### src/rtl/gpio_pkg.sv
// Package: shared register addresses for the GPIO bank.
// Assumes a 3-bit register address; address 7 is unmapped.
package gpio_pkg;
    localparam int unsigned GPIO_ADDR_W = 3;

    typedef enum logic [GPIO_ADDR_W-1:0] {
        REG_DIR  = 3'd0,
        REG_OUT  = 3'd1,
        REG_IN   = 3'd2,
        REG_ALT  = 3'd3,
        REG_POL  = 3'd4,
        REG_MASK = 3'd5,
        REG_STAT = 3'd6
    } gpio_reg_e;
endpackage

### src/rtl/gpio_sync.sv
// Module: two-flop synchronizer for the pin inputs, plus a warm-up flag.
// The flag rises once the synchronizer and one more delay stage hold
// post-reset data, so edge detection never sees reset values.
// Assumes pad_in may be asynchronous to clk.
module gpio_sync #(
    parameter int unsigned WIDTH = 9
) (
    input  logic             clk,
    input  logic             rst_n,
    input  logic [WIDTH-1:0] din,
    output logic [WIDTH-1:0] dout,
    output logic             warm
);
    localparam int unsigned WARM_STAGES = 3;

    logic [WIDTH-1:0]       stage1;
    logic [WIDTH-1:0]       stage2;
    logic [WARM_STAGES-1:0] warm_sr;

    // Two-stage capture of the pin levels.
    always_ff @(posedge clk) begin
        if (!rst_n) begin
            stage1 <= '0;
            stage2 <= '0;
        end else begin
            stage1 <= din;
            stage2 <= stage1;
        end
    end

    // Warm-up shift register: fills with ones after reset.
    always_ff @(posedge clk) begin
        if (!rst_n) warm_sr <= '0;
        else        warm_sr <= {warm_sr[WARM_STAGES-2:0], 1'b1};
    end

    assign dout = stage2;
    assign warm = warm_sr[WARM_STAGES-1];

    AST_IN_TWO_STAGE: assert property (@(posedge clk) disable iff (!rst_n)
        warm |-> (dout == $past(din, 2)));
endmodule

### src/rtl/gpio_regs.sv
// Module: configuration register file and read multiplexer.
// Holds direction, output, alternate-enable, polarity and mask. Produces
// the write-one-to-clear vector for the status register. Alternate-enable
// bits outside ALT_MASK are tied to zero.
// Assumes a single-cycle write strobe; reads are combinational.
module gpio_regs
    import gpio_pkg::*;
#(
    parameter int unsigned  NUM_PINS = 9,
    parameter logic [NUM_PINS-1:0] ALT_MASK = '0
) (
    input  logic                   clk,
    input  logic                   rst_n,
    input  logic                   wr_en,
    input  logic [GPIO_ADDR_W-1:0] addr,
    input  logic [NUM_PINS-1:0]    wdata,
    output logic [NUM_PINS-1:0]    rdata,
    input  logic [NUM_PINS-1:0]    in_level,
    input  logic [NUM_PINS-1:0]    status,
    output logic [NUM_PINS-1:0]    dir_q,
    output logic [NUM_PINS-1:0]    out_q,
    output logic [NUM_PINS-1:0]    alt_q,
    output logic [NUM_PINS-1:0]    pol_q,
    output logic [NUM_PINS-1:0]    mask_q,
    output logic [NUM_PINS-1:0]    clr_vec
);
    logic wr_dir, wr_out, wr_alt, wr_pol, wr_mask;

    // Address decode of the write strobe.
    always_comb begin
        wr_dir  = wr_en && (addr == REG_DIR);
        wr_out  = wr_en && (addr == REG_OUT);
        wr_alt  = wr_en && (addr == REG_ALT);
        wr_pol  = wr_en && (addr == REG_POL);
        wr_mask = wr_en && (addr == REG_MASK);
        clr_vec = (wr_en && (addr == REG_STAT)) ? wdata : '0;
    end

    // Configuration registers, all cleared by reset.
    always_ff @(posedge clk) begin
        if (!rst_n) begin
            dir_q  <= '0;
            out_q  <= '0;
            alt_q  <= '0;
            pol_q  <= '0;
            mask_q <= '0;
        end else begin
            if (wr_dir)  dir_q  <= wdata;
            if (wr_out)  out_q  <= wdata;
            if (wr_alt)  alt_q  <= wdata & ALT_MASK;
            if (wr_pol)  pol_q  <= wdata;
            if (wr_mask) mask_q <= wdata;
        end
    end

    // Read multiplexer; unmapped addresses return zero.
    always_comb begin
        case (addr)
            REG_DIR:  rdata = dir_q;
            REG_OUT:  rdata = out_q;
            REG_IN:   rdata = in_level;
            REG_ALT:  rdata = alt_q;
            REG_POL:  rdata = pol_q;
            REG_MASK: rdata = mask_q;
            REG_STAT: rdata = status;
            default:  rdata = '0;
        endcase
    end

    AST_RESET_CLEAN: assert property (@(posedge clk) disable iff (!rst_n)
        $rose(rst_n) |-> (dir_q == '0 && alt_q == '0 && mask_q == '0));
    AST_ALT_RESERVED_ZERO: assert property (@(posedge clk) disable iff (!rst_n)
        (alt_q & ~ALT_MASK) == '0);
endmodule

### src/rtl/gpio_irq.sv
// Module: edge detector, sticky status register and interrupt combiner.
// A per-pin polarity picks the rising or the falling edge. Status bits are
// cleared by writing ones. A new edge wins over a clear in the same cycle.
// Assumes 'level' is already synchronized and 'warm' marks valid history.
module gpio_irq #(
    parameter int unsigned NUM_PINS = 9
) (
    input  logic                clk,
    input  logic                rst_n,
    input  logic [NUM_PINS-1:0] level,
    input  logic                warm,
    input  logic [NUM_PINS-1:0] pol,
    input  logic [NUM_PINS-1:0] mask,
    input  logic [NUM_PINS-1:0] clr_vec,
    output logic [NUM_PINS-1:0] status,
    output logic                irq
);
    logic [NUM_PINS-1:0] level_prev;
    logic [NUM_PINS-1:0] edge_hit;

    // One-cycle history of the synchronized levels.
    always_ff @(posedge clk) begin
        if (!rst_n) level_prev <= '0;
        else        level_prev <= level;
    end

    // Edge selection by polarity, suppressed until history is valid.
    always_comb begin
        edge_hit = {NUM_PINS{warm}} &
                   ((pol & level & ~level_prev) | (~pol & ~level & level_prev));
    end

    // Sticky status with write-one-to-clear; set has priority.
    always_ff @(posedge clk) begin
        if (!rst_n) status <= '0;
        else        status <= (status & ~clr_vec) | edge_hit;
    end

    assign irq = |(status & mask);

    AST_SET_NEEDS_EDGE: assert property (@(posedge clk) disable iff (!rst_n)
        ((status & ~$past(status)) != '0) |-> ($past(edge_hit) != '0));
    AST_STATUS_STICKY: assert property (@(posedge clk) disable iff (!rst_n)
        ##1 ((($past(status) & ~$past(clr_vec)) & ~status) == '0));
endmodule

### src/rtl/gpio_pinmux.sv
// Module: per-pin selection between GPIO control and the alternate function.
// Pins flagged in ALT_OUT_MASK are driven from alt_drive when enabled.
// Other enabled alternate pins are forced to inputs.
// Assumes alt_en bits are zero for pins with no alternate function.
module gpio_pinmux #(
    parameter int unsigned NUM_PINS = 9,
    parameter logic [NUM_PINS-1:0] ALT_OUT_MASK = '0
) (
    input  logic                clk,
    input  logic                rst_n,
    input  logic [NUM_PINS-1:0] dir,
    input  logic [NUM_PINS-1:0] out_val,
    input  logic [NUM_PINS-1:0] alt_en,
    input  logic [NUM_PINS-1:0] alt_drive,
    output logic [NUM_PINS-1:0] pad_out,
    output logic [NUM_PINS-1:0] pad_oe
);
    for (genvar i = 0; i < NUM_PINS; i++) begin : g_pin
        // Alternate function overrides direction and value for this pin.
        always_comb begin
            if (alt_en[i]) begin
                pad_oe[i]  = ALT_OUT_MASK[i];
                pad_out[i] = ALT_OUT_MASK[i] ? alt_drive[i] : out_val[i];
            end else begin
                pad_oe[i]  = dir[i];
                pad_out[i] = out_val[i];
            end
        end
    end

    AST_ALT_IN_NOT_DRIVEN: assert property (@(posedge clk) disable iff (!rst_n)
        ((alt_en & ~ALT_OUT_MASK & pad_oe) == '0));
    AST_ALT_OUT_DRIVEN: assert property (@(posedge clk) disable iff (!rst_n)
        ((alt_en & ALT_OUT_MASK & ~pad_oe) == '0));
endmodule

### src/rtl/gpio_bank.sv
// Module: top of the GPIO bank. Wires the synchronizer, register file,
// interrupt logic and pin multiplexer together. It also maps the two
// port-reset outputs and the expander interrupt input onto their pins.
// Assumes NUM_PINS covers the three alternate pin indices.
module gpio_bank
    import gpio_pkg::*;
#(
    parameter int unsigned NUM_PINS  = 9,
    parameter int unsigned RST_A_PIN = 0,
    parameter int unsigned RST_B_PIN = 1,
    parameter int unsigned EXP_PIN   = 2
) (
    input  logic                   clk,
    input  logic                   rst_n,
    input  logic                   bus_wr_en,
    input  logic [GPIO_ADDR_W-1:0] bus_addr,
    input  logic [NUM_PINS-1:0]    bus_wdata,
    output logic [NUM_PINS-1:0]    bus_rdata,
    input  logic [NUM_PINS-1:0]    pad_in,
    output logic [NUM_PINS-1:0]    pad_out,
    output logic [NUM_PINS-1:0]    pad_oe,
    input  logic                   port2_rst_n_i,
    input  logic                   port4_rst_n_i,
    output logic                   expander_irq_n_o,
    output logic                   irq_o
);
    localparam logic [NUM_PINS-1:0] OUT_ALTS = NUM_PINS'((1 << RST_A_PIN) | (1 << RST_B_PIN));
    localparam logic [NUM_PINS-1:0] IN_ALTS  = NUM_PINS'(1 << EXP_PIN);
    localparam logic [NUM_PINS-1:0] ALL_ALTS = OUT_ALTS | IN_ALTS;

    logic [NUM_PINS-1:0] in_level, status, clr_vec;
    logic [NUM_PINS-1:0] dir_q, out_q, alt_q, pol_q, mask_q;
    logic [NUM_PINS-1:0] alt_drive;
    logic                warm;

    // Place the on-chip reset signals on their pin positions.
    always_comb begin
        alt_drive            = '0;
        alt_drive[RST_A_PIN] = port2_rst_n_i;
        alt_drive[RST_B_PIN] = port4_rst_n_i;
    end

    gpio_sync #(.WIDTH(NUM_PINS)) u_sync (
        .clk(clk), .rst_n(rst_n), .din(pad_in), .dout(in_level), .warm(warm)
    );

    gpio_regs #(.NUM_PINS(NUM_PINS), .ALT_MASK(ALL_ALTS)) u_regs (
        .clk(clk), .rst_n(rst_n), .wr_en(bus_wr_en), .addr(bus_addr),
        .wdata(bus_wdata), .rdata(bus_rdata), .in_level(in_level),
        .status(status), .dir_q(dir_q), .out_q(out_q), .alt_q(alt_q),
        .pol_q(pol_q), .mask_q(mask_q), .clr_vec(clr_vec)
    );

    gpio_irq #(.NUM_PINS(NUM_PINS)) u_irq (
        .clk(clk), .rst_n(rst_n), .level(in_level), .warm(warm), .pol(pol_q),
        .mask(mask_q), .clr_vec(clr_vec), .status(status), .irq(irq_o)
    );

    gpio_pinmux #(.NUM_PINS(NUM_PINS), .ALT_OUT_MASK(OUT_ALTS)) u_pinmux (
        .clk(clk), .rst_n(rst_n), .dir(dir_q), .out_val(out_q), .alt_en(alt_q),
        .alt_drive(alt_drive), .pad_out(pad_out), .pad_oe(pad_oe)
    );

    // Expander interrupt: pin level when selected, otherwise idle high.
    assign expander_irq_n_o = alt_q[EXP_PIN] ? in_level[EXP_PIN] : 1'b1;

    AST_EXP_IDLE_HIGH: assert property (@(posedge clk) disable iff (!rst_n)
        !alt_q[EXP_PIN] |-> expander_irq_n_o);
endmodule

### config.mk
export PLATFORM = sky130hd
export DESIGN_NAME = gpio_bank
export DESIGN_NICKNAME = d
export VERILOG_FILES = /design/src/rtl/gpio_pkg.sv /design/src/rtl/gpio_sync.sv /design/src/rtl/gpio_regs.sv /design/src/rtl/gpio_irq.sv /design/src/rtl/gpio_pinmux.sv /design/src/rtl/gpio_bank.sv
export SDC_FILE = /design/constraint.sdc
export NUM_CORES = 1
export LEC_CHECK = 0
export ABC_AREA = 0
export CAP_MARGIN = 20
export CELL_PAD_IN_SITES_DETAIL_PLACEMENT = 2
export CELL_PAD_IN_SITES_GLOBAL_PLACEMENT = 2
export CORE_ASPECT_RATIO = 0.6
export CORE_MARGIN = 1.5
export CORE_UTILIZATION = 43
export CTS_BUF_LIST = sky130_fd_sc_hd__clkbuf_4 sky130_fd_sc_hd__clkbuf_8
export DETAILED_ROUTE_END_ITERATION = 6
export DONT_BUFFER_PORTS = 1
export PLACE_DENSITY = 0.9
export SETUP_SLACK_MARGIN = 0.5
export SLEW_MARGIN = 20
export SYNTH_ARGS = -nofsm -noshare
export SYNTH_HDL_FRONTEND = slang
export SYNTH_SLANG_ARGS = --single-unit
### constraint.sdc
create_clock -name clk -period 2.6 [get_ports clk]
set_clock_uncertainty 0.15 [all_clocks]
set_input_delay 0 -clock clk [delete_from_list [all_inputs] [get_ports clk]]
set_output_delay 0 -clock clk [all_outputs]
set_load 0.03 [all_outputs]
### Word-level counts from Yosys, hierarchy flattened

Cells that the tools add are included.

| cells by class | value |
|---|---|
| eq/ne operators | 6 |
| muxes and demuxes | 9 |
| bitwise gates (word level) | 13 |
| reductions and logical operators | 8 |

Operator list:

| operator | number |
|---|---|
| AND 9 bit | 7 |
| one-hot mux 9 bit (7 select lines) | 1 |
| NOT 9 bit | 4 |
| OR 9 bit | 2 |
| == test 3 bit (second input constant) | 3 |
| two-way mux 9 bit | 1 |
| OR reduction 9 bit | 1 |
| two-way mux 1 bit | 7 |
| == test 3 x 2 -> 1 bit (second input constant) | 2 |
| logical AND 1 bit | 6 |
| == test 3 x 1 -> 1 bit (second input constant) | 1 |
| logical NOT 3 bit | 1 |

| word-level totals | value |
|---|---|
| register bits | 78 |
| input bits | 26 |
| output and inout bits | 29 |
| word-level logic and storage cells | 47 |

### Depth between registers and ports, before layout

Gate-level depths: netlist (run 1).

| logic depth | value |
|---|---|
| word-level depth | 6 |
| gate-level depth with buffers | 6 |
| depth with buffers taken out | 3 |

### By module

From an unflattened synthesis (run 1), not the netlist that was laid out.

| unflattened totals | value |
|---|---|
| cell total of the unflattened synthesis | 390 |
| area, all modules | 3654.8 um2 |

By module, submodules not included:

| module | times used | cells each | area an instance (um2) | sequential area each (um2) |
|---|---|---|---|---|
| gpio_regs | 1 | 256 | 2162.1 | 780.7 |
| gpio_irq | 1 | 71 | 762.0 | 360.3 |
| gpio_sync | 1 | 43 | 581.8 | 420.4 |
| gpio_pinmux | 1 | 18 | 138.9 | 0.0 |
| gpio_bank | 1 | 2 | 10.0 | 0.0 |

### Worst setup path before layout (run 1)

No wires, ideal clock.

| timing | value |
|---|---|
| path type | input to output |
| start | in bus_addr[2] |
| end | out bus_rdata[1] |
| arrival time | 1.178 ns |
| required time | 2.450 ns |
| setup slack | 1.272 ns |
| stages | 6 |
| path buffers | 3 |
| cell sequence | buf_4 -> buf_6 -> buf_4 -> nand3_1 -> o21a_1 -> o221ai_1 |

| on the way | value |
|---|---|
| cells in the longest elaborated chain, start to end | 2 |
| elaborated cells between the ends (all ways) | 8 |
| those cells by class | 6 x eq/ne; 1 x mux; 1 x reduce/logical |

RTL lines:

| element | line | RTL |
|---|---|---|
| start: declaration | gpio_bank.sv:16 | `input logic [GPIO_ADDR_W-1:0] bus_addr,` |
| == test 3 bit (tied with other cells) | gpio_regs.sv:58 | `case (addr)` |
| one-hot mux 9 bit (7 select lines) * | gpio_regs.sv:58 |  |
| end: declaration | gpio_bank.sv:18 | `output logic [NUM_PINS-1:0] bus_rdata,` |

Every way passes the cells marked *; elsewhere a longest branch is shown, timed or not.

### Worst setup path after layout (run 1)

| timing | value |
|---|---|
| start | in bus_wr_en |
| end | reg u_regs.mask_q[5] |

| on the way | value |
|---|---|
| cells in the longest elaborated chain, start to end | 1 |

RTL lines:

| element | line | RTL |
|---|---|---|
| start: declaration | gpio_bank.sv:15 | `input logic bus_wr_en,` |
| logical AND 1 bit | gpio_regs.sv:35 | `wr_mask = wr_en && (addr == REG_MASK);` |
| end signal: assignment | gpio_regs.sv:52 | `if (wr_mask) mask_q <= wdata;` |
| end: declaration | gpio_regs.sv:24 | `output logic [NUM_PINS-1:0] mask_q,` |

Every way passes these cells.
A chain may end at the register's enable or synchronous reset.

==> run metrics, run 1 <==
status complete, no violations; Iter 0 DRT Violations 301; R2R Setup Slk approximately 990 ps; Post-synth EDFFs 0; insertion delay to the later sink of the worst-skew pair ~380 ps; RePlAce Congestion 0.800; DRC 0; IO Port Bufs 0; CTS tree built; FF+latch count, synth between 70 and 80; Worst EP required about 2800 ps; Mapped Nets 411; sequential area share after synthesis between 40% and 50%; post-route ant nets 0; layout cell share with drive strength beyond 1 6.76%; slowest CP cell dlygate4sd3_1; Layout Cells excl Fill 522; WHS Path Cells 3; final HPWL from detailed placement ~7000 µm; Post-Synth Adder-Cell Area 0%; Max Cap Viol 0; area of the multi-input gates between 1500 and 2000 µm²; Clock Power Share 39.3%; filler cell count approximately 840; P&R area growth vs syn 17.5%; Crit Path Class in2reg; Netlist cell types 43; drt total wl ~15000 µm; crit path cell chain dlygate4sd3_1 > and4b_2 > nand2_1 > dlygate4sd3_1 > a21boi_1 > dlygate4sd3_1; DR pass1 iterations 4; Rows 25; slew at the pin with the worst max-slew slack between 800 and 900 ps; static leakage ~1.5 nW; Chip Width roughly 120 µm; mux contribution to synthesized area ~8.6%; max_slew headroom between 40% and 50%; die area between 8000 and 9000 µm²; Sum Neg Setup Slack 0 ps; Flop pwr share 51.8%; via count 3169; Root Driver clkbuf_8; clock tree buffer depth 2; Initial Utilization about 45%; mean post-synth cell area approximately 9.2 µm²; Clock transition at path regs about 90 ps; simple-gate area share of the yosys netlist about a quarter; Max Fclk ~480 MHz; Cell Pwr Density a little under 600 nW/µm²; reg2reg start u_regs.dir_q[7]$_SDFFE_PN0P_; Crit Path Max Fanout 8; r2r endpoint u_regs.dir_q[7]$_SDFFE_PN0P_; Int Pwr between 1.5 and 2 mW; met3 usage 10.3%; met1 Use GR between 40% and 50%; synthesized cell area around 3600 µm²; Psw 646 µW; count of final max-slew check failures 0; post-synthesis cell count about 390; largest net degree at the start of global routing 79; Crit. End Element register; hold wc startpoint bus_addr[0]; max incr delay on CP slightly below 600 ps; main combinational cell family by area after synthesis simple AND/OR/NAND/NOR gates; Post-synth top flop dfxtp_1; n_diodes 0; Routed WL per cell 28.6 µm; Final min period between 2000 and 2500 ps; number of cells after detailed placement around 460; maximum vdd ir drop 556 µV; Vias/cell 6.07; Ports 55; first-pass GRT wire length roughly 22000 µm; worst path arrival time between 2000 and 2500 ps; core area 7950 µm²; All-Layer GR Usage a little over a third; Compound-Gate Fraction of Synth Area approximately 16%; vias in the first global route 3548; Switching Share between 20% and 30%; cells on worst reg2reg path 3; type of origin of the critical path primary input; GRT Max-Usage Layer met2; RSZ-0062 raised after global routing no; Num CTS Buffers 9; Hold Violations, Final 0; XOR/XNOR Fraction of Synth Area 0%; Comb pwr share under 10%; Post-synth ARST share 0%; H-Tree Depth 3; total congestion overflow 0; hold crit path type in2reg; CP most frequent cell dlygate4sd3_1; initial antenna violation count 0; met2 Use GR 60.8%; Yosys Warn Count 0; Seq. cell area ~1600 µm²; Final #Nets about 440; Hold EP u_regs.out_q[6]$_SDFFE_PN0P_; CTS sink cnt 78; Final Cycle Share about 80%; Vert. Die Dim about 73 µm; Final setup viols 0
==> routing by layer <==
layer  up-vias  share of wire [%]
met2       119                 48
met3        45                6.1
met5         -                  0
li1       1368                  -
met4         0                3.2
met1      1637                 43
==> state kept, by name (all words and copies together), names as in the netlist <==
name              flops
u_irq.level_prev      9
u_sync.stage1         9
u_regs.dir_q          9
u_regs.alt_q          3
u_sync.dout           9
u_irq.status          9
u_regs.pol_q          9
u_regs.mask_q         9
u_regs.out_q          9
u_sync.warm_sr        3
==> synthesized netlist by cell type, types with 3 or more instances <==
| cell type | number | share of area [%] |
|---|---|---|
| nand2_1 | 90 | 9.5 |
| dfxtp_1 | 78 | 44 |
| a21boi_1 | 36 | 7.6 |
| and2_1 | 30 | 5.3 |
| mux2i_1 | 27 | 7.6 |
| buf_4 | 17 | 3.6 |
| nand2b_1 | 13 | 2.3 |
| clkbuf_1 | 10 | 1.1 |
| a32o_1 | 9 | 2.5 |
| o22ai_1 | 9 | 1.6 |
| buf_2 | 6 | 0.85 |
| o32a_1 | 6 | 1.7 |
| buf_6 | 4 | 1.3 |
| nor2b_1 | 4 | 0.70 |
| o21ai_1 | 4 | 0.56 |
| mux2_2 | 3 | 0.95 |
==> what timing repair did <==
action / 4_1_cts / 5_1_grt
resized for setup: 0 / 1
setup buffers: 0 / 1
setup endpoints to repair: 0 / 2
endpoints found under the hold margin: 78 / 0
hold buffers: 50 / 0
==> final cells by class <==
cell class                      instances  share of cell area (%)
Timing Repair Buffer                   52                    12.8
Inverter                                2                   0.180
Multi-Input combinational cell        266                    41.6
Clock inverter                          5                    1.44
Sequential cell                        78                    37.4
Clock buffer                           11                    3.33
Tap cell                              108                    3.24
==> worst max path at each step <==
stage                                          endpoint                         start  slack [ps]
after detailed placement                   bus_rdata[7]  u_regs.out_q[7]$_SDFFE_PN0P_        1060
after CTS                 u_regs.mask_q[1]$_SDFFE_PN0P_                     bus_wr_en         580
after floorplan                            bus_rdata[1]                   bus_addr[2]        1270
after global placement                     bus_rdata[7]  u_regs.out_q[7]$_SDFFE_PN0P_        1100
final                     u_regs.mask_q[5]$_SDFFE_PN0P_                     bus_wr_en         530
after global routing      u_regs.mask_q[5]$_SDFFE_PN0P_                     bus_wr_en         510
==> critical path: cells and delay by family <==
family / cells / cell delay [ps]
AO/OA/AOI/OAI: 1 / 150
buffers and inverters: 3 / 1730
AND/OR/NAND/NOR: 2 / 360
==> stage by stage <==
step / hold slack (ps) / power [mW] / setup slack, ps / utilization (%) / cell area (µm²)
finish: 50.0 / 2.44 / 531 / 52.5 / 4170
global route: 46.3 / 2.51 / 510 / 52.5 / 4170
CTS: 6.64 / 2.41 / 576 / 52.4 / 4160
detailed placement: -117 / 1.40 / 1060 / 43.4 / 3450
global placement: -115 / 1.40 / 1100 / 43.4 / 3450
floorplan: -122 / 1.42 / 1270 / - / 3550
==> cells by family after synthesis <==
group,count (synthesis)
AO/OA/AOI/OAI,75
AND/OR/NAND/NOR,161
multiplexers,30
flip-flops,78
buffers and inverters,41
==> placed cells by master (no fill, tap or decap), types with 2 or more instances in the layout <==
cell type | Yosys | layout
nand3_1 | 2 | 2
nand2_1 | 90 | 90
dlygate4sd3_1 | 0 | 49
o221ai_1 | 2 | 2
dfxtp_1 | 78 | 78
buf_4 | 17 | 2
o22ai_1 | 9 | 9
a21boi_1 | 36 | 36
mux2i_1 | 27 | 27
a21oi_1 | 2 | 2
a32o_1 | 9 | 9
nand4bb_1 | 2 | 2
o32a_1 | 6 | 6
nor2b_1 | 4 | 4
clkinv_4 | 0 | 2
nor4b_1 | 2 | 2
clkbuf_4 | 0 | 2
o211ai_1 | 2 | 2
nor2_1 | 2 | 2
or3_1 | 2 | 2
or2_2 | 2 | 2
o21ai_1 | 4 | 4
and2_1 | 30 | 30
clkbuf_8 | 0 | 9
inv_1 | 2 | 2
mux2_2 | 3 | 3
nand2b_1 | 13 | 13
==> power by group through the flow <==
stage / Combinational [mW] / Clock, mW / Sequential [mW]
2_1_floorplan: 0.153 / 0 / 1.27
5_1_grt: 0.225 / 1.02 / 1.27
4_1_cts: 0.199 / 0.950 / 1.26
3_3_place_gp: 0.112 / 0 / 1.28
3_5_place_dp: 0.117 / 0 / 1.29
6_report: 0.215 / 0.960 / 1.26
Note: power is estimated with default switching activity, not from simulation.
==> run 2: changes to the inputs <==
--- a/config.mk
+++ b/config.mk
@@ -11,11 +11,11 @@
 export CELL_PAD_IN_SITES_GLOBAL_PLACEMENT = 2
 export CORE_ASPECT_RATIO = 0.6
 export CORE_MARGIN = 1.5
-export CORE_UTILIZATION = 43
+export CORE_UTILIZATION = 40
 export CTS_BUF_LIST = sky130_fd_sc_hd__clkbuf_4 sky130_fd_sc_hd__clkbuf_8
 export DETAILED_ROUTE_END_ITERATION = 6
 export DONT_BUFFER_PORTS = 1
-export PLACE_DENSITY = 0.9
+export PLACE_DENSITY = 0.85
 export SETUP_SLACK_MARGIN = 0.5
 export SLEW_MARGIN = 20
 export SYNTH_ARGS = -nofsm -noshare
==> constraint.sdc (replaced) <==
create_clock -name clk -period 2.1 [get_ports clk]
set_clock_uncertainty 0.15 [all_clocks]
set_input_delay 0 -clock clk [delete_from_list [all_inputs] [get_ports clk]]
set_output_delay 0 -clock clk [all_outputs]
set_load 0.03 [all_outputs]
==> run 2 against run 1 <==
Cell area is 1.3% higher. Sequential share of layout area increased by 0.66 points. Register-to-register slack got worse by 330 ps. Largest cell class unchanged. Flip-flop and latch count did not move. Critical path depth down 4. Wire length down 14%. Non-clock buffer count shrank 5. Die area up 7.3%. Via count shrank 4.4%. First-iteration DRC count shrank 38%. Total power rose by 22%. Setup slack got worse by 150 ps.
==> run metrics, run 2 (synthesis results as in run 1) <==
status complete, no violations; Crit Path Max Fanout 3 (-5); max incr delay on CP 550 ps (-30 ps); Clock transition at path regs 80 ps (about the same); total congestion overflow 0 (unchanged); RSZ-0062 raised after global routing yes; die area 9470 µm² (+7.3%); Crit Path Class reg2out; cells on worst reg2reg path 3 (unchanged); Max Cap Viol 0 (unchanged); All-Layer GR Usage 28.3% (-7.2 points); final critical-path setup slack 378 ps (-154 ps); crit path cell chain a222oi_1 > nand3_2; DRC 0 (unchanged); P&R area growth vs syn 19.0%; Chip Width 125 µm (+3.6%); Final min period 1720 ps; DR pass1 iterations 4 (unchanged); clock tree buffer depth 2 (unchanged); CTS sink cnt 78 (unchanged); Crit. End Element output pin; static leakage 1.57 nW (+1.5%); Initial Utilization 41.5% (-3.2 points); Num CTS Buffers 9 (unchanged); Rows 26 (+4.0%); Cell Pwr Density 706 nW/µm² (+21%); Final Cycle Share slightly above 80%; Final setup viols 0 (unchanged); RePlAce Congestion 0.791 (-1.1%); H-Tree Depth 3 (unchanged); vias in the first global route 3439 (-3.1%); layout cell share with drive strength beyond 1 15.7% (+9.0 points); post-route ant nets 0 (unchanged); largest net degree at the start of global routing 79 (unchanged); commonest non-fill, non-tap cell in the layout nand2_1; via count 3030 (-4.4%); count of final max-slew check failures 0 (unchanged); slew at the pin with the worst max-slew slack 753 ps (-96.1 ps); Iter 0 DRT Violations 187 (-38%); maximum vdd ir drop 319 µV (-43%); Vert. Die Dim 76.0 µm (+3.5%); Hold Violations, Final 0 (unchanged); max_slew headroom 49.6% (+6.4 points); first-pass GRT wire length 20200 µm (-9.8%); Comb pwr share 8.5% (-0.3 points); Switching Share 24.2% (-2.3 points); Pwr Total 2.98 mW (+22%); CTS tree built; initial antenna violation count 0 (unchanged); dpl ws 550 ps (-505 ps); Max Fclk ~580 MHz; Worst EP required 1950 ps (-820 ps); most frequent cells in the layout 90 x nand2_1, 56 x dfxtp_1, 38 x dlygate4sd3_1, 36 x a21boi_1, 30 x and2_1; Vias/cell 5.84 (-3.8%); core area 8560 µm² (+7.7%); Psw 721 µW (+12%); IO Port Bufs 0 (unchanged); n_diodes 0 (unchanged); Ports 55 (unchanged); Flop pwr share 52.1% (+0.3 points); Root Driver clkbuf_8; Final #Nets 430 (-1.1%); Int Pwr 2.26 mW (+26%); Sum Neg Setup Slack 0 ps (unchanged); Routed WL per cell 24.8 µm (-14%); insertion delay to the later sink of the worst-skew pair 360 ps (-20 ps); worst path arrival time 1570 ps (-660 ps); drt total wl 12800 µm (-14%); hold crit path type in2reg; slowest CP cell a222oi_1; type of origin of the critical path register; WHS Path Cells 3 (unchanged); final HPWL from detailed placement 6970 µm (about the same); Clock Power Share 39.4% (about the same); final core utilization 49.4% (-3.1 points)
==> run 2: cell types whose count changed in the layout (fill, tap and decap cells not counted), sizes merged <==
cell	change
dlymetal6s4s	+1
dlygate4sd3	-11
clkbuf	+2
buf	+5
clkinvlp	-1
clkinv	-3
==> run 2: worst max-delay path: cells and delay by family (launching register included) <==
kind / cells / cell delay [ps]
AO/OA/AOI/OAI: 1 / 550
flip-flops: 1 / 350
AND/OR/NAND/NOR: 1 / 310
==> run 2: power groups by stage <==
stage	registers, mW	logic (mW)	clock network, mW
4_1_cts	1.56	0.244	1.19
5_1_grt	1.56	0.272	1.26
2_1_floorplan	1.57	0.190	0
6_report	1.55	0.253	1.18
3_5_place_dp	1.59	0.148	0
3_3_place_gp	1.59	0.142	0
==> run 2: layout make-up <==
class	count	area, µm²
clock buffers	13	166
multi-input cells	266	1800
flip-flops and latches	78	1610
inverters	2	7.51
repair buffers	47	477
fillers	866	4330
well taps	112	140
clock inverters	1	30.0
==> run 2: layer usage <==
metal / vias up / GRT usage [%] / part of all wire, %
li1: 1361 / - / -
met1: 1547 / 35.0 / 44
met2: 99 / 47.5 / 48
met3: 23 / 8.01 / 6.4
met4: 0 / 9.66 / 2.0
met5: - / 0 / 0
==> run 2: worst paths after layout <==
kind,startpoint,to,slack [ps]
worst max-delay path,u_irq.status[2]$_SDFF_PN0_,irq_o,380
worst min-delay path,bus_wr_en,u_regs.mask_q[8]$_SDFFE_PN0P_,20
worst max register to register,u_regs.pol_q[6]$_SDFFE_PN0P_,u_regs.pol_q[6]$_SDFFE_PN0P_,660
worst min register to register,u_sync.stage1[2]$_SDFF_PN0_,u_sync.dout[2]$_SDFF_PN0_,280
==> run 2: through the flow <==
step,std cells,area [µm²],hold slack (ps)
2_1_floorplan,385,3550,-122
3_3_place_gp,461,3470,-114
3_5_place_dp,461,3470,-115
4_1_cts,519,4190,2.43
5_1_grt,519,4230,34.3
6_report,519,4230,16.1
==> run 2: what timing repair did <==
action / 4_1_cts / 5_1_grt
endpoints found under the setup margin: 9 / 12
buffers inserted: 3 / 1
endpoints found under the hold margin: 78 / 0
hold buffers: 41 / 0
resized for setup: 32 / 12
gates cloned: 0 / 0
pin swaps: 6 / 5
==> run 3: changes to the inputs <==
==> constraint.sdc (replaced) <==
create_clock -name clk -period 1.6 [get_ports clk]
set_clock_uncertainty 0.15 [all_clocks]
set_input_delay 0 -clock clk [delete_from_list [all_inputs] [get_ports clk]]
set_output_delay 0 -clock clk [all_outputs]
set_load 0.03 [all_outputs]
==> run 3 against run 2 <==
The flow now finishes with violations (negative hold slack, negative setup slack). Critical endpoint unchanged. Register-to-register slack got worse by 180 ps. Die area unchanged. Via count decreased by 2.2%. Total power rose by 42%. Flip-flop and latch count stayed put. Count of clock-buffer cells in the layout fell by 3.
==> run metrics, run 3 (synthesis results as in run 1) <==
status finished with violations; violated checks negative hold slack, negative setup slack; DRC 0 (unchanged); Initial Utilization 41.5% (unchanged); count of final max-slew check failures 0 (unchanged); Vert. Die Dim 76.0 µm (unchanged); Root Driver clkbuf_8; metal2 WL 6250 µm (+1.2%); maximum vdd ir drop 710 µV (+120%); filler cell count 902 (+4.2%); metal3 WL 614 µm (-25%); insertion delay to the later sink of the worst-skew pair 380 ps (+20 ps); Crit Path Class reg2out; Max Fclk roughly 570 MHz; worst path arrival time 1610 ps (+40 ps); Final setup viols 3 (+3); CTS tree built; DR pass1 iterations 4 (unchanged); RePlAce Congestion 0.814 (+2.9%); All-Layer GR Usage 26.5% (-1.8 points); Final min period roughly 1800 ps; final critical-path setup slack -155 ps (-533 ps); initial antenna violation count 0 (unchanged); commonest non-fill, non-tap cell in the layout nand2_1; Top Metal Used met4; Ports 55 (unchanged); Iter 0 DRT Violations 192 (+2.7%); CTS sink cnt 78 (unchanged); IO Port Bufs 0 (unchanged); vias in the first global route 3276 (-4.7%); core area 8560 µm² (unchanged); final core utilization 51.5% (+2.1 points); n_diodes 0 (unchanged); drt total wl 12200 µm (-4.9%); Routed WL per cell 23.2 µm (-6.2%); Final Cycle Share 110%; RSZ-0062 raised after global routing yes; layout cell share with drive strength beyond 1 26.8% (+11 points); Num CTS Buffers 9 (unchanged); clock tree buffer depth 2 (unchanged); Max Cap Viol 0 (unchanged); most frequent cells in the layout 87 x nand2_1, 45 x dfxtp_1, 36 x a21boi_1, 29 x and2_1, 29 x dfxtp_2; Vias/cell 5.63 (-3.5%); Chip Width 125 µm (unchanged); hold crit path type in2reg; met1 WL 5160 µm (-7.9%); Worst EP required 1450 ps (-500 ps); max_slew headroom 47.2% (-2.4 points); static leakage 1.66 nW (+5.5%); Hold Slack -505 ps (-521 ps); Sum Neg Setup Slack -203 ps (-203 ps); number of cells after detailed placement 474 (+2.8%); Crit Path Max Fanout 3 (unchanged); first-pass GRT wire length 19100 µm (-5.7%); type of origin of the critical path register; Final #Nets 435 (+1.2%); Cell Pwr Density 963 nW/µm² (+36%); P&R area growth vs syn 24.1%; largest net degree at the start of global routing 80 (+1.3%); die area 9470 µm² (unchanged); Crit. End Element output pin; Rows 26 (unchanged); slew at the pin with the worst max-slew slack 789 ps (+35.9 ps); via count 2964 (-2.2%); final HPWL from detailed placement 7180 µm (+2.9%); Post-DP Area 3610 µm² (+4.3%); Layout Cells excl Fill 526 (+1.3%); total congestion overflow 0 (unchanged); Hold Violations, Final 74 (+74); Clock transition at path regs 90 ps (about the same); post-route ant nets 0 (unchanged); # hold bufs at CTS 25 (-39%); H-Tree Depth 3 (unchanged); final instance area 4410 µm² (+4.3%)
==> run 3: changes by cell type in the layout (fill, tap and decap cells not counted), sizes merged <==
cell / delta
dlygate4sd3: -16
dlymetal6s4s: -1
clkbuf: -3
bufinv: +2
clkinv: +3
buf: +22
==> run 3: area by class of cell <==
cell class                 instances  area (µm²)  share of cell area (%)
inverter                           2        7.51                   0.170
sequential                        78        1610                    36.6
tap                              112         140                    3.18
multi-input combinational        266        1930                    43.8
timing repair buffer              52         472                    10.7
clock buffer                      10         138                    3.12
clock inverter                     6         109                    2.47
==> run 3: critical path, cell delays in order (launching register included) <==
cell and delay [ps]:
dfxtp_2 340, a222oi_1 590, nand3_2 300
==> run 3: power by group <==
| part | leakage, nW | total (mW) | switching (mW) | internal, mW |
|---|---|---|---|---|
| registers | 0.652 | 2.03 | 0.0405 | 1.99 |
| logic | 0.878 | 0.329 | 0.165 | 0.163 |
| clock network | 0.126 | 1.88 | 0.805 | 1.08 |
==> run 3: path summary, 6_finish.rpt <==
path,start,slack (ps),cells past startpoint,to
min,rst_n,-500,0,u_sync.warm_sr[0]$_DFF_P_
max reg2reg,u_regs.pol_q[2]$_SDFFE_PN0P_,480,4,u_irq.status[2]$_SDFF_PN0_
max,u_irq.status[2]$_SDFF_PN0_,-160,2,irq_o
min reg2reg,u_sync.stage1[1]$_SDFF_PN0_,290,1,u_sync.dout[1]$_SDFF_PN0_
==> run 3: per-layer routing <==
| layer | GRT usage (%) | vias to the layer above |
|---|---|---|
| li1 | - | 1361 |
| met2 | 46.8 | 69 |
| met3 | 8.15 | 15 |
| met1 | 31.5 | 1519 |
| met5 | 0 | - |
| met4 | 7.01 | 0 |
==> run 3: metrics by stage <==
| stage | setup slack (ps) | total power [mW] |
|---|---|---|
| 2_1_floorplan | 438 | 2.33 |
| 6_report | -155 | 4.24 |
| 5_1_grt | -234 | 4.37 |
| 3_5_place_dp | 252 | 2.30 |
| 3_3_place_gp | 231 | 2.28 |
| 4_1_cts | -162 | 4.25 |
==> run 3: timing repair <==
| action | 4_1_cts | 5_1_grt |
|---|---|---|
| setup endpoints to repair | 23 | 31 |
| pin swaps | 13 | 15 |
| endpoints found under the hold margin | 78 | 74 |
| setup buffers | 10 | 4 |
| resized for setup | 52 | 18 |
